$ cat src/rtl/plf_pkg.sv
package plf_pkg;

  // Knot value of the default curve f(x) = x*(2M - x)/M, rescaled to the
  // output width, sampled at the start of segment k.
  function automatic longint knot_val(input int k, input int in_w,
                                      input int seg_w, input int out_w);
    longint m;
    longint x;
    longint num;
    m   = longint'(1) << in_w;
    x   = longint'(k) << (in_w - seg_w);
    num = x * (2 * m - x);
    return (num << out_w) >> (2 * in_w);
  endfunction

endpackage

$ cat src/rtl/plf_seg_rom.sv
module plf_seg_rom #(
  parameter int IN_W    = 10,
  parameter int SEG_W   = 5,
  parameter int OUT_W   = 10,
  parameter int SLOPE_W = 7,
  localparam int FRAC_W = IN_W - SEG_W,
  localparam int SEGS   = 1 << SEG_W
) (
  input  logic               clk,
  input  logic               rst_n,
  input  logic               en,
  input  logic               vld_i,
  input  logic [IN_W-1:0]    x_i,
  output logic               vld_o,
  output logic [OUT_W-1:0]   base_o,
  output logic [SLOPE_W-1:0] slope_o,
  output logic [FRAC_W-1:0]  frac_o
);
  logic [OUT_W-1:0]   base_tab  [SEGS];
  logic [SLOPE_W-1:0] slope_tab [SEGS];

  for (genvar k = 0; k < SEGS; k++) begin : g_tab
    localparam longint KLO = plf_pkg::knot_val(k, IN_W, SEG_W, OUT_W);
    localparam longint KHI = plf_pkg::knot_val(k + 1, IN_W, SEG_W, OUT_W);
    assign base_tab[k]  = OUT_W'(KLO);
    assign slope_tab[k] = SLOPE_W'(KHI - KLO);
  end

  logic [SEG_W-1:0] idx;
  assign idx = x_i[IN_W-1:FRAC_W];

  always_ff @(posedge clk or negedge rst_n) begin
    if (!rst_n) vld_o <= 1'b0;
    else if (en) vld_o <= vld_i;
  end

  always_ff @(posedge clk) begin
    if (en) begin
      base_o  <= base_tab[idx];
      slope_o <= slope_tab[idx];
      frac_o  <= x_i[FRAC_W-1:0];
    end
  end
endmodule

$ cat src/rtl/plf_interp_mac.sv
module plf_interp_mac #(
  parameter int OUT_W   = 10,
  parameter int SLOPE_W = 7,
  parameter int FRAC_W  = 5,
  localparam int PROD_W = SLOPE_W + FRAC_W + 1
) (
  input  logic               clk,
  input  logic               rst_n,
  input  logic               en,
  input  logic               vld_i,
  input  logic [OUT_W-1:0]   base_i,
  input  logic [SLOPE_W-1:0] slope_i,
  input  logic [FRAC_W-1:0]  frac_i,
  output logic               vld_o,
  output logic [OUT_W-1:0]   base_o,
  output logic [PROD_W-1:0]  prod_o
);
  localparam logic [PROD_W-1:0] HALF = PROD_W'(1) << (FRAC_W - 1);

  logic [PROD_W-1:0] prod_c;
  assign prod_c = PROD_W'(slope_i) * PROD_W'(frac_i) + HALF;

  always_ff @(posedge clk or negedge rst_n) begin
    if (!rst_n) vld_o <= 1'b0;
    else if (en) vld_o <= vld_i;
  end

  always_ff @(posedge clk) begin
    if (en) begin
      base_o <= base_i;
      prod_o <= prod_c;
    end
  end
endmodule

$ cat src/rtl/plf_round_sat.sv
module plf_round_sat #(
  parameter int OUT_W  = 10,
  parameter int FRAC_W = 5,
  parameter int PROD_W = 13,
  localparam int SUM_W = (OUT_W > PROD_W ? OUT_W : PROD_W) + 1
) (
  input  logic              clk,
  input  logic              rst_n,
  input  logic              en,
  input  logic              vld_i,
  input  logic [OUT_W-1:0]  base_i,
  input  logic [PROD_W-1:0] prod_i,
  output logic              vld_o,
  output logic [OUT_W-1:0]  res_o
);
  localparam logic [SUM_W-1:0] TOP = SUM_W'((longint'(1) << OUT_W) - 1);

  logic [SUM_W-1:0] sum_c;
  logic [OUT_W-1:0] sat_c;

  assign sum_c = SUM_W'(base_i) + SUM_W'(prod_i >> FRAC_W);
  assign sat_c = (sum_c > TOP) ? OUT_W'(TOP) : sum_c[OUT_W-1:0];

  always_ff @(posedge clk or negedge rst_n) begin
    if (!rst_n) vld_o <= 1'b0;
    else if (en) vld_o <= vld_i;
  end

  always_ff @(posedge clk) begin
    if (en) res_o <= sat_c;
  end
endmodule

$ cat src/rtl/plf_eval.sv
module plf_eval #(
  parameter int IN_W    = 10,
  parameter int SEG_W   = 5,
  parameter int OUT_W   = 10,
  parameter int SLOPE_W = 7,
  localparam int FRAC_W = IN_W - SEG_W,
  localparam int PROD_W = SLOPE_W + FRAC_W + 1
) (
  input  logic             clk,
  input  logic             rst_n,
  input  logic             arg_valid,
  output logic             arg_ready,
  input  logic [IN_W-1:0]  arg_data,
  output logic             res_valid,
  input  logic             res_ready,
  output logic [OUT_W-1:0] res_data
);
  logic               adv;
  logic               v1, v2, v3;
  logic [IN_W-1:0]    x1;
  logic [OUT_W-1:0]   base2, base3;
  logic [SLOPE_W-1:0] slope2;
  logic [FRAC_W-1:0]  frac2;
  logic [PROD_W-1:0]  prod3;

  // Whole pipeline steps together when the output slot frees up.
  assign adv       = !res_valid || res_ready;
  assign arg_ready = adv;

  always_ff @(posedge clk or negedge rst_n) begin
    if (!rst_n) v1 <= 1'b0;
    else if (adv) v1 <= arg_valid;
  end

  always_ff @(posedge clk) begin
    if (adv) x1 <= arg_data;
  end

  plf_seg_rom #(.IN_W(IN_W), .SEG_W(SEG_W), .OUT_W(OUT_W), .SLOPE_W(SLOPE_W)) u_rom (
    .clk(clk), .rst_n(rst_n), .en(adv), .vld_i(v1), .x_i(x1),
    .vld_o(v2), .base_o(base2), .slope_o(slope2), .frac_o(frac2)
  );

  plf_interp_mac #(.OUT_W(OUT_W), .SLOPE_W(SLOPE_W), .FRAC_W(FRAC_W)) u_mac (
    .clk(clk), .rst_n(rst_n), .en(adv), .vld_i(v2), .base_i(base2),
    .slope_i(slope2), .frac_i(frac2),
    .vld_o(v3), .base_o(base3), .prod_o(prod3)
  );

  plf_round_sat #(.OUT_W(OUT_W), .FRAC_W(FRAC_W), .PROD_W(PROD_W)) u_sat (
    .clk(clk), .rst_n(rst_n), .en(adv), .vld_i(v3), .base_i(base3),
    .prod_i(prod3), .vld_o(res_valid), .res_o(res_data)
  );
endmodule

$ cat config.mk
export PLATFORM = sky130hd
export DESIGN_NAME = plf_eval
export DESIGN_NICKNAME = d
export VERILOG_FILES = /design/src/rtl/plf_pkg.sv /design/src/rtl/plf_seg_rom.sv /design/src/rtl/plf_interp_mac.sv /design/src/rtl/plf_round_sat.sv /design/src/rtl/plf_eval.sv
export SDC_FILE = /design/constraint.sdc
export NUM_CORES = 1
export LEC_CHECK = 0
export BUFFER_PORTS_ARGS = -buffer_cell sky130_fd_sc_hd__buf_4
export CAP_MARGIN = 5
export CORE_MARGIN = 5
export CORE_UTILIZATION = 60
export DETAILED_ROUTE_END_ITERATION = 10
export PLACE_DENSITY = 0.81
export SETUP_SLACK_MARGIN = 0.02
export SLEW_MARGIN = 5
export SYNTH_ARGS = -nofsm -noshare
export SYNTH_HDL_FRONTEND = slang
export SYNTH_SLANG_ARGS = --single-unit
$ cat constraint.sdc
create_clock -name clk -period 4.2 [get_ports clk]
set_input_delay 0.84 -clock clk [delete_from_list [all_inputs] [get_ports clk]]
set_output_delay 0.84 -clock clk [all_outputs]
set_load 0.05 [all_outputs]
==> impl_metrics.py, run 1 <==
metrics = {
    "drt": {
        "dr_total_vias": 1980,
        "first_pass_iters": 4,
        "detail-route-antenna-nets": 0,
        "drc_errors": 0,
        "drtIter0Drc": 106,
        "detail_route.wl_per_cell_um": 13.1,
        "vias_per_cell": 5.18,
        "totalWireLength_mm": 5.01,
    },
    "sta": {
        "setup_viol": 0,
        "worstMarginPinSlew_ps": 534,
        "finalHoldViolations": 0,
        "whs_ps": 289,
        "skew_ps": 10.6,
        "fin_crit_sh_pct": 87.3,
        "post-route-min-period_ps": 3670,
        "finalMaxSlewViolations": 0,
        "relSlewSlack_pct": 64.4,
        "rsz0062_at_grt": "false",
        "final.setup.tns_ps": 0,
        "fmax_ghz": 0.273,
    },
    "synthesis": {
        "yosysTopAreaCell": "edfxtp_1",
        "netlist_area_sq_um": 3340,
        "yosys.area_share.simple_pct": 9.24,
        "synth.top_cell.area_share_pct": 49.4,
        "synth_cell_type_count": 34,
        "yosys.area_share.xor_xnor_pct": 2.36,
        "synth_compound_area_share_pct": 9.24,
        "seq_area_frac_synth_pct": 52.4,
        "synthTopCellsByArea": "edfxtp_1 49%, ha_1 13%, fa_1 7.8%",
        "synthAdderAreaFrac_pct": 20.5,
        "ys.flop_type": "edfxtp_1",
        "ys_async_sr_fraction_pct": 6.78,
        "synth_area_per_cell_sq_um": 12.3,
        "ys_ff_latch": 59,
        "synth.area.mux_share_pct": 1.61,
        "synth_fp_nets": 332,
        "synth_edf_count": 55,
        "synth_top_family_by_area": "adder cells",
        "synth_cells": 271,
        "yosys_warnings": 0,
    },
    "layout": {
        "syn_to_final_growth_pct": 14.1,
        "post-route-util_pct": 69.7,
        "num_antenna_cells": 0,
        "drive_above_1_share_pct": 15.2,
        "final_nets": 366,
    },
    "global_route": {
        "grt_max_degree": 38,
        "grt_pass1_wl_mm": 8.73,
        "grt_pass1_vias": 2089,
        "antenna_found_initial": 0,
        "overflow": 0,
        "gr-usage-all-layers_pct": 15.5,
    },
    "place": {
        "hpwl_mm": 3.88,
        "io_buffers": 25,
        "gp_congestion": 0.888,
    },
    "clocking": {
        "numCtsBuffers": 9,
        "clock_latency_ps": 340,
        "tritoncts": "done",
        "cts_hold_buf": 0,
        "postCtsSetupRepairBufs": 0,
        "ctsLongestPathBuffers": 2,
        "clkTransAtPathRegs_ps": 60,
        "cts_resized": 0,
        "clock_sinks": 59,
        "cts-root-buf": "clkbuf_8",
        "htree_num_levels": 3,
    },
    "worst_setup_path": {
        "critPathMaxFanout": 6,
        "arrival_ps": 3740,
        "cp-end-kind": "flop",
        "rr_worst_depth": 12,
        "critPathKind": "reg -> reg",
        "crit_required_ps": 4270,
        "start_kind": "flop",
    },
    "floorplanning": {
        "die-area_sq_um": 7160,
        "core_sq_um": 5470,
        "chipWidth_um": 84.6,
        "std_cell_rows": 27,
        "num_io_pins": 26,
        "start_util_pct": 61.1,
        "fp.dieH_um": 84.6,
    },
    "hold_path": {
        "hold_class": "in -> async",
    },
    "run": {
        "maxCapViolCount": 0,
    },
    "run_status": {
        "status": "complete, no violations",
    },
}
[metal layers]
metal  vias up  GRT usage, %  routed length [um]
li1       1009             -                   -
met5         -             0                   0
met1       913          16.5                2090
met4         0          7.48                 126
met2        42          27.5                2550
met3        16          5.00                 240
[per-stage QoR]
stage / std cells / instance area, sq um / setup WS [ps]
floorplan: 271 / 3340 / 725
global placement: 366 / 3620 / 634
detailed placement: 366 / 3620 / 542
CTS: 382 / 3810 / 527
global route: 382 / 3810 / 301
finish: 382 / 3810 / 532
[layout by cell type, fill, tap and decap left out, types with 2 or more instances in the layout]
cell type	count
a21o_1	2
edfxtp_1	55
buf_4	26
xnor2_1	5
o21ai_0	10
a21oi_1	13
a211oi_1	6
o21ai_1	4
xor2_1	4
clkbuf_1	2
o21bai_1	2
fa_1	13
nor2_1	14
o211ai_1	2
dfrtp_1	4
o21a_1	3
ha_1	34
mux2_2	3
mux2i_1	2
clkinvlp_4	2
and2_1	16
nand2b_1	5
clkbuf_8	10
inv_1	38
a31oi_1	3
nand2_1	19
[logic make-up after synthesis]
family / Yosys count
buf+inv: 41
flops: 59
fa+ha+maj: 47
simple gates: 62
compound gates: 48
xor+xnor: 9
mux: 5
[synth_stat cells, types with 3 or more instances]
| library cell | n |
|---|---|
| xnor2_1 | 5 |
| nor2_1 | 14 |
| ha_1 | 34 |
| edfxtp_1 | 55 |
| o21ai_1 | 4 |
| nand2_1 | 19 |
| fa_1 | 13 |
| a31oi_1 | 3 |
| inv_1 | 38 |
| and2_1 | 16 |
| xor2_1 | 4 |
| dfrtp_1 | 4 |
| o21ai_0 | 10 |
| o21a_1 | 3 |
| a211oi_1 | 6 |
| a21oi_1 | 13 |
| nand2b_1 | 6 |
| mux2_2 | 3 |
[flip-flops by register name, indices dropped and copies added (netlist names)]
register	flops
u_rom.base_o	9
u_rom.vld_o	1
u_mac.vld_o	1
u_sat.res_o	10
u_mac.base_o	9
u_rom.frac_o	5
u_sat.vld_o	1
u_mac.prod_o	7
u_rom.slope_o	5
v1	1
x1	10
[area by class of cell]
| cell class | instances | area [sq um] |
|---|---|---|
| sequential | 59 | 1750 |
| multi-input combinational | 171 | 1440 |
| clock buffer | 12 | 145 |
| fill | 393 | 1660 |
| inverter | 38 | 143 |
| clock inverter | 4 | 50.0 |
| tap | 72 | 90.1 |
| timing repair buffer | 26 | 195 |
[path summary, 6_finish.rpt]
path | from | to | slack, ps
setup / recovery | u_rom.frac_o[2]$_DFFE_PP_ | u_mac.prod_o[10]$_DFFE_PP_ | 530
hold / removal | rst_n | u_mac.vld_o$_DFFE_PN0P_ | 290
setup reg to reg | u_rom.frac_o[2]$_DFFE_PP_ | u_mac.prod_o[10]$_DFFE_PP_ | 530
hold reg to reg | u_rom.base_o[3]$_DFFE_PP_ | u_mac.base_o[3]$_DFFE_PP_ | 410
max in group asynchronous | rst_n | v1$_DFFE_PN0P_ | 3810
min in group clk | u_rom.base_o[3]$_DFFE_PP_ | u_mac.base_o[3]$_DFFE_PP_ | 410
[worst max-delay path, cell delays in order (launching register included)]
cell and delay (ps):
edfxtp_1 460, and2_1 220, fa_1 530, inv_1 50, fa_1 470, fa_1 550, inv_1 40, ha_1 260
and4b_1 210, nand2_1 70, o211ai_1 240, a31oi_1 150, xor2_1 160
Power of run 1 is left out: the tool's default activity adds up to more than one toggle a clock period on the data nets, which glitch-free logic cannot reach.
==> run 2, diff against run 1 <==
--- a/config.mk
+++ b/config.mk
@@ -7,10 +7,12 @@
 export LEC_CHECK = 0
 export BUFFER_PORTS_ARGS = -buffer_cell sky130_fd_sc_hd__buf_4
 export CAP_MARGIN = 5
+export CELL_PAD_IN_SITES_DETAIL_PLACEMENT = 0
+export CELL_PAD_IN_SITES_GLOBAL_PLACEMENT = 2
 export CORE_MARGIN = 5
-export CORE_UTILIZATION = 60
+export CORE_UTILIZATION = 41
 export DETAILED_ROUTE_END_ITERATION = 10
-export PLACE_DENSITY = 0.81
+export PLACE_DENSITY = 0.8
 export SETUP_SLACK_MARGIN = 0.02
 export SLEW_MARGIN = 5
 export SYNTH_ARGS = -nofsm -noshare
==> run 2 against run 1 <==
Effect of this change:
- core utilization shrank 22 points
- first-iteration DRC count grew 29%
- final cell count grew 8.4%
- wire length grew 2.0%
- worst hold slack gained 5.3 ps
- register-to-register slack gained 40 ps
- largest cell class unchanged
==> impl_metrics.py, run 2 (same netlist as run 1, synthesis figures left out) <==
metrics = {
    "pwr": {
        "switching_power_uw": 1320,
        "p_seq_share_pct": 32.9,
        "power_leakage_uw": 0.00166,
        "p_per_area_nw_per_um2": 860,
        "total_power_uw": 3320,
        "p_int_uw": 2010,
        "ir_worst_vdd_v": 0.000484,
        "clkPwrFrac_pct": 16.2,
        "switching_share_pct": 39.6,
        "pwr-share-comb_pct": 50.9,
    },
    "place": {
        "place_area_sq_um": 3660,
        "preCtsSetupSlack_ps": 535,
        "hpwl_mm": 3.85,
        "gp_congestion": 0.831,
        "dp_cells": 399,
        "io_buffers": 25,
    },
    "clocking": {
        "cts-root-buf": "clkbuf_8",
        "cts_resized": 0,
        "cts_hold_buf": 0,
        "clkTransAtPathRegs_ps": 60,
        "clock_latency_ps": 330,
        "numCtsBuffers": 9,
        "htree_num_levels": 3,
        "postCtsSetupRepairBufs": 0,
        "clock_sinks": 59,
        "ctsLongestPathBuffers": 2,
        "tritoncts": "done",
    },
    "run_status": {
        "status": "complete, no violations",
    },
    "global_route": {
        "grt_max_degree": 60,
        "gr-usage-all-layers_pct": 11.1,
        "grt_pass1_wl_mm": 8.65,
        "antenna_found_initial": 0,
        "grt_pass1_vias": 1932,
        "overflow": 0,
    },
    "sta": {
        "finalMaxSlewViolations": 0,
        "post-route-min-period_ps": 3620,
        "fin_crit_sh_pct": 86.3,
        "finalHoldViolations": 0,
        "fmax_ghz": 0.276,
        "rsz0062_at_grt": "false",
        "worstMarginPinSlew_ps": 726,
        "skew_ps": 9.45,
        "relSlewSlack_pct": 51.6,
        "setup_viol": 0,
        "final.setup.tns_ps": 0,
        "setup_ws_ps": 576,
    },
    "worst_setup_path": {
        "crit_required_ps": 4280,
        "critPathMaxFanout": 6,
        "critPathKind": "reg -> reg",
        "arrival_ps": 3700,
        "cp-end-kind": "flop",
        "start_kind": "flop",
    },
    "drt": {
        "drc_errors": 0,
        "dr_total_vias": 1934,
        "drtIter0Drc": 137,
        "detail_route.wl_per_cell_um": 12.3,
        "first_pass_iters": 4,
        "detail-route-antenna-nets": 0,
        "totalWireLength_mm": 5.11,
        "vias_per_cell": 4.67,
    },
    "layout": {
        "fill_cells": 764,
        "final_nets": 366,
        "final_cell_mix": "55 x edfxtp_1, 38 x inv_1, 34 x ha_1",
        "mostFrequentLayoutCell": "edfxtp_1",
        "syn_to_final_growth_pct": 15.6,
        "drive_above_1_share_pct": 15.2,
        "largest_registers": "u_sat.res_o: 10 flops, x1: 10 flops",
        "finish.instance_area_sq_um": 3860,
        "layoutNonFillerInstCount": 414,
        "num_antenna_cells": 0,
    },
    "floorplanning": {
        "fp.dieH_um": 100,
        "num_io_pins": 26,
        "die-area_sq_um": 10100,
        "start_util_pct": 41.3,
        "core_sq_um": 8090,
        "std_cell_rows": 33,
        "chipWidth_um": 100,
    },
    "hold_path": {
        "hold_class": "in -> async",
    },
    "run": {
        "maxCapViolCount": 0,
    },
}
-- run 2: changes by cell type in the layout (fill, tap and decap cells not counted) --
| cell | previous run | this run |
|---|---|---|
| clkinv_2 | 1 | 2 |
| bufinv_16 | 1 | 2 |
| clkinvlp_4 | 2 | 1 |
| clkbuf_1 | 2 | 0 |
| clkinv_1 | 0 | 1 |
| clkbuf_8 | 10 | 9 |
-- run 2: power by group through the flow --
stage                     registers (uW)  logic (uW)  clock network, uW
after floorplan                     1270        1190                  0
after global placement              1110        1710                  0
after detailed placement            1110        1720                  0
after CTS                           1100        1730                559
after global routing                1120        1920                590
final                               1090        1690                539
-- run 2: stage by stage --
step	utilization (%)	hold slack [ps]
detailed placement	45.2	405
finish	47.8	295
global placement	45.2	403
global route	47.8	261
CTS	47.8	273
floorplan	-	400
-- run 2: worst paths after layout --
| path | to | depth (start not counted) | slack (ps) | from |
|---|---|---|---|---|
| max in group asynchronous | u_mac.vld_o$_DFFE_PN0P_ | 1 | 3810 | rst_n |
| worst max register to register | u_mac.prod_o[8]$_DFFE_PP_ | 12 | 580 | u_rom.frac_o[2]$_DFFE_PP_ |
| min in group clk | u_mac.base_o[3]$_DFFE_PP_ | 0 | 410 | u_rom.base_o[3]$_DFFE_PP_ |
| worst min-delay path | v1$_DFFE_PN0P_ | 1 | 290 | rst_n |
| worst max-delay path | u_mac.prod_o[8]$_DFFE_PP_ | 12 | 580 | u_rom.frac_o[2]$_DFFE_PP_ |
| worst min register to register | u_mac.base_o[3]$_DFFE_PP_ | 0 | 410 | u_rom.base_o[3]$_DFFE_PP_ |
-- run 2: critical path, stage by stage, from the launching register on --
cell and delay [ps]:
edfxtp_1 450, and2_1 210, fa_1 530, inv_1 50
fa_1 460, fa_1 540, inv_1 40, ha_1 260
and4b_1 200, nand2_1 70, o21ai_0 300, a21oi_1 140
xnor2_1 130
-- run 2: final cells by class --
| class | count | area [sq um] | share of cell area [%] |
|---|---|---|---|
| repair buffers | 26 | 195 | 5.05 |
| clock inverters | 6 | 81.3 | 2.10 |
| inverters | 38 | 143 | 3.69 |
| clock buffers | 9 | 124 | 3.20 |
| well taps | 105 | 131 | 3.40 |
| multi-input cells | 171 | 1440 | 37.2 |
| flip-flops and latches | 59 | 1750 | 45.3 |
-- run 2: per-layer routing --
| metal | up-vias | wire length, um | global-route usage, % |
|---|---|---|---|
| met1 | 887 | 2290 | 13.0 |
| met4 | 0 | 80 | 4.04 |
| met2 | 35 | 2490 | 18.8 |
| met3 | 8 | 252 | 3.75 |
| li1 | 1004 | - | - |
| met5 | - | 0 | 0 |
Note: power is estimated with default switching activity, not from simulation.
==> run 3, diff against run 2 <==
--- a/config.mk
+++ b/config.mk
@@ -10,11 +10,13 @@
 export CELL_PAD_IN_SITES_DETAIL_PLACEMENT = 0
 export CELL_PAD_IN_SITES_GLOBAL_PLACEMENT = 2
 export CORE_MARGIN = 5
-export CORE_UTILIZATION = 41
+export CORE_UTILIZATION = 44
+export CTS_BUF_LIST = sky130_fd_sc_hd__clkbuf_4
 export DETAILED_ROUTE_END_ITERATION = 10
-export PLACE_DENSITY = 0.8
+export PLACE_DENSITY = 0.83
 export SETUP_SLACK_MARGIN = 0.02
 export SLEW_MARGIN = 5
 export SYNTH_ARGS = -nofsm -noshare
 export SYNTH_HDL_FRONTEND = slang
+export SYNTH_HIERARCHICAL = 1
 export SYNTH_SLANG_ARGS = --single-unit
==> run 3 against run 2 <==
Effect of this change:
- first-iteration DRC count shrank 64%
- via count grew 15%
- largest cell class is now multi-input combinational cells
- highest routed layer unchanged
- design area grew 12%
==> impl_metrics.py, run 3 <==
metrics = {
    "global_route": {
        "overflow": 0,
        "grt_max_degree": 62,
        "grt_pass1_wl_mm": 10.2,
        "antenna_found_initial": 0,
        "gr-usage-all-layers_pct": 11.6,
        "grt_pass1_vias": 2181,
    },
    "clocking": {
        "postCtsSetupRepairBufs": 0,
        "ctsLongestPathBuffers": 2,
        "clkTransAtPathRegs_ps": 110,
        "numCtsBuffers": 9,
        "htree_num_levels": 3,
        "cts_resized": 0,
        "clock_latency_ps": 390,
        "clock_sinks": 61,
        "tritoncts": "done",
        "cts-root-buf": "clkbuf_4",
        "cts_hold_buf": 0,
    },
    "sta": {
        "finalHoldViolations": 0,
        "relSlewSlack_pct": 50.3,
        "setup_viol": 0,
        "skew_ps": 18.7,
        "rsz0062_at_grt": "false",
        "post-route-min-period_ps": 3660,
        "final.setup.tns_ps": 0,
        "fmax_ghz": 0.273,
        "finalMaxSlewViolations": 0,
        "fin_crit_sh_pct": 87.2,
        "worstMarginPinSlew_ps": 746,
    },
    "place": {
        "hpwl_mm": 4.53,
        "dp_cells": 434,
        "io_buffers": 25,
        "gp_congestion": 0.831,
    },
    "drt": {
        "vias_per_cell": 4.96,
        "totalWireLength_mm": 5.88,
        "first_pass_iters": 4,
        "drtIter0Drc": 49,
        "detail-route-antenna-nets": 0,
        "drc_errors": 0,
        "dr_total_vias": 2231,
        "detail_route.wl_per_cell_um": 13.1,
    },
    "floorplanning": {
        "chipWidth_um": 104,
        "die-area_sq_um": 10800,
        "fp.dieH_um": 104,
        "std_cell_rows": 34,
        "num_io_pins": 26,
        "core_sq_um": 8680,
        "start_util_pct": 44.7,
    },
    "synthesis": {
        "synth_area_per_cell_sq_um": 12.7,
        "yosys_warnings": 6,
        "synth_fp_nets": 376,
        "netlist_area_sq_um": 3880,
        "synth_cells": 306,
    },
    "worst_setup_path": {
        "cp_common_cell": "fa_1",
        "critPathKind": "reg -> reg",
        "cp_top_family": "adder cells",
        "cp-end-kind": "flop",
        "slowest_stage": "fa_1",
        "crit_required_ps": 4350,
        "cpPeakStageDelay_ps": 540,
        "crit_chain": "and2_1 -> fa_1 -> inv_1 -> fa_1 -> fa_1 -> inv_1 -> fa_1 -> a21oi_4 -> o22ai_2 -> o41ai_2 -> xnor2_1",
        "arrival_ps": 3820,
        "critPathMaxFanout": 7,
        "worst-path-buf-inv": 2,
        "start_kind": "flop",
    },
    "run": {
        "maxCapViolCount": 0,
    },
    "hold_path": {
        "hold_class": "in -> async",
    },
    "layout": {
        "mostFrequentLayoutCell": "edfxtp_1",
        "syn_to_final_growth_pct": 11.5,
        "layoutNonFillerInstCount": 450,
        "drive_above_1_share_pct": 18.7,
        "final_nets": 407,
        "fill_cells": 812,
        "final_cell_mix": "57 x edfxtp_1, 40 x inv_1, 39 x ha_1",
        "largest_registers": "u_mac/base_o: 10 flops, u_sat/res_o: 10 flops, x1: 10 flops",
        "num_antenna_cells": 0,
    },
    "run_status": {
        "status": "complete, no violations",
    },
}
-- run 3: layer usage --
layer	track usage [%]	vias to the layer above	part of all wire, %	wire length [um]
met5	0	-	0	0
met4	4.44	0	1.2	68
met3	2.86	7	3.4	202
met2	19.0	35	50	2930
met1	14.7	1061	46	2680
li1	-	1128	-	-
-- run 3: area by class of cell --
class | instances | area, sq um | area share (%)
Timing Repair Buffer | 26 | 195 | 4.51
Clock inverter | 5 | 76.3 | 1.76
Sequential cell | 61 | 1810 | 41.9
Inverter | 41 | 154 | 3.56
Clock buffer | 11 | 82.6 | 1.91
Tap cell | 108 | 135 | 3.12
Multi-Input combinational cell | 198 | 1870 | 43.3
-- run 3: final timing paths --
kind | startpoint | endpoint | slack, ps | depth (start not counted)
setup / recovery | u_rom/frac_o[2]$_DFFE_PP_ | u_mac/prod_o[11]$_DFFE_PP_ | 540 | 11
hold / removal | rst_n | u_rom/vld_o$_DFFE_PN0P_ | 230 | 1
setup reg to reg | u_rom/frac_o[2]$_DFFE_PP_ | u_mac/prod_o[11]$_DFFE_PP_ | 540 | 11
hold reg to reg | u_rom/base_o[5]$_DFFE_PP_ | u_mac/base_o[5]$_DFFE_PP_ | 420 | 0
max in group asynchronous | rst_n | v1$_DFFE_PN0P_ | 3870 | 1
min in group clk | u_rom/base_o[5]$_DFFE_PP_ | u_mac/base_o[5]$_DFFE_PP_ | 420 | 0
-- run 3: metrics by stage --
| step | instance area [sq um] | util (%) | hold slack (ps) | setup WS (ps) |
|---|---|---|---|---|
| after floorplan | 3880 | - | 400 | 677 |
| after global placement | 4170 | 48.0 | 401 | 550 |
| after detailed placement | 4170 | 48.0 | 405 | 514 |
| after CTS | 4330 | 49.9 | 185 | 518 |
| after global routing | 4330 | 49.9 | 170 | 323 |
| final | 4330 | 49.9 | 228 | 539 |
Power of run 3 is left out for the same reason.
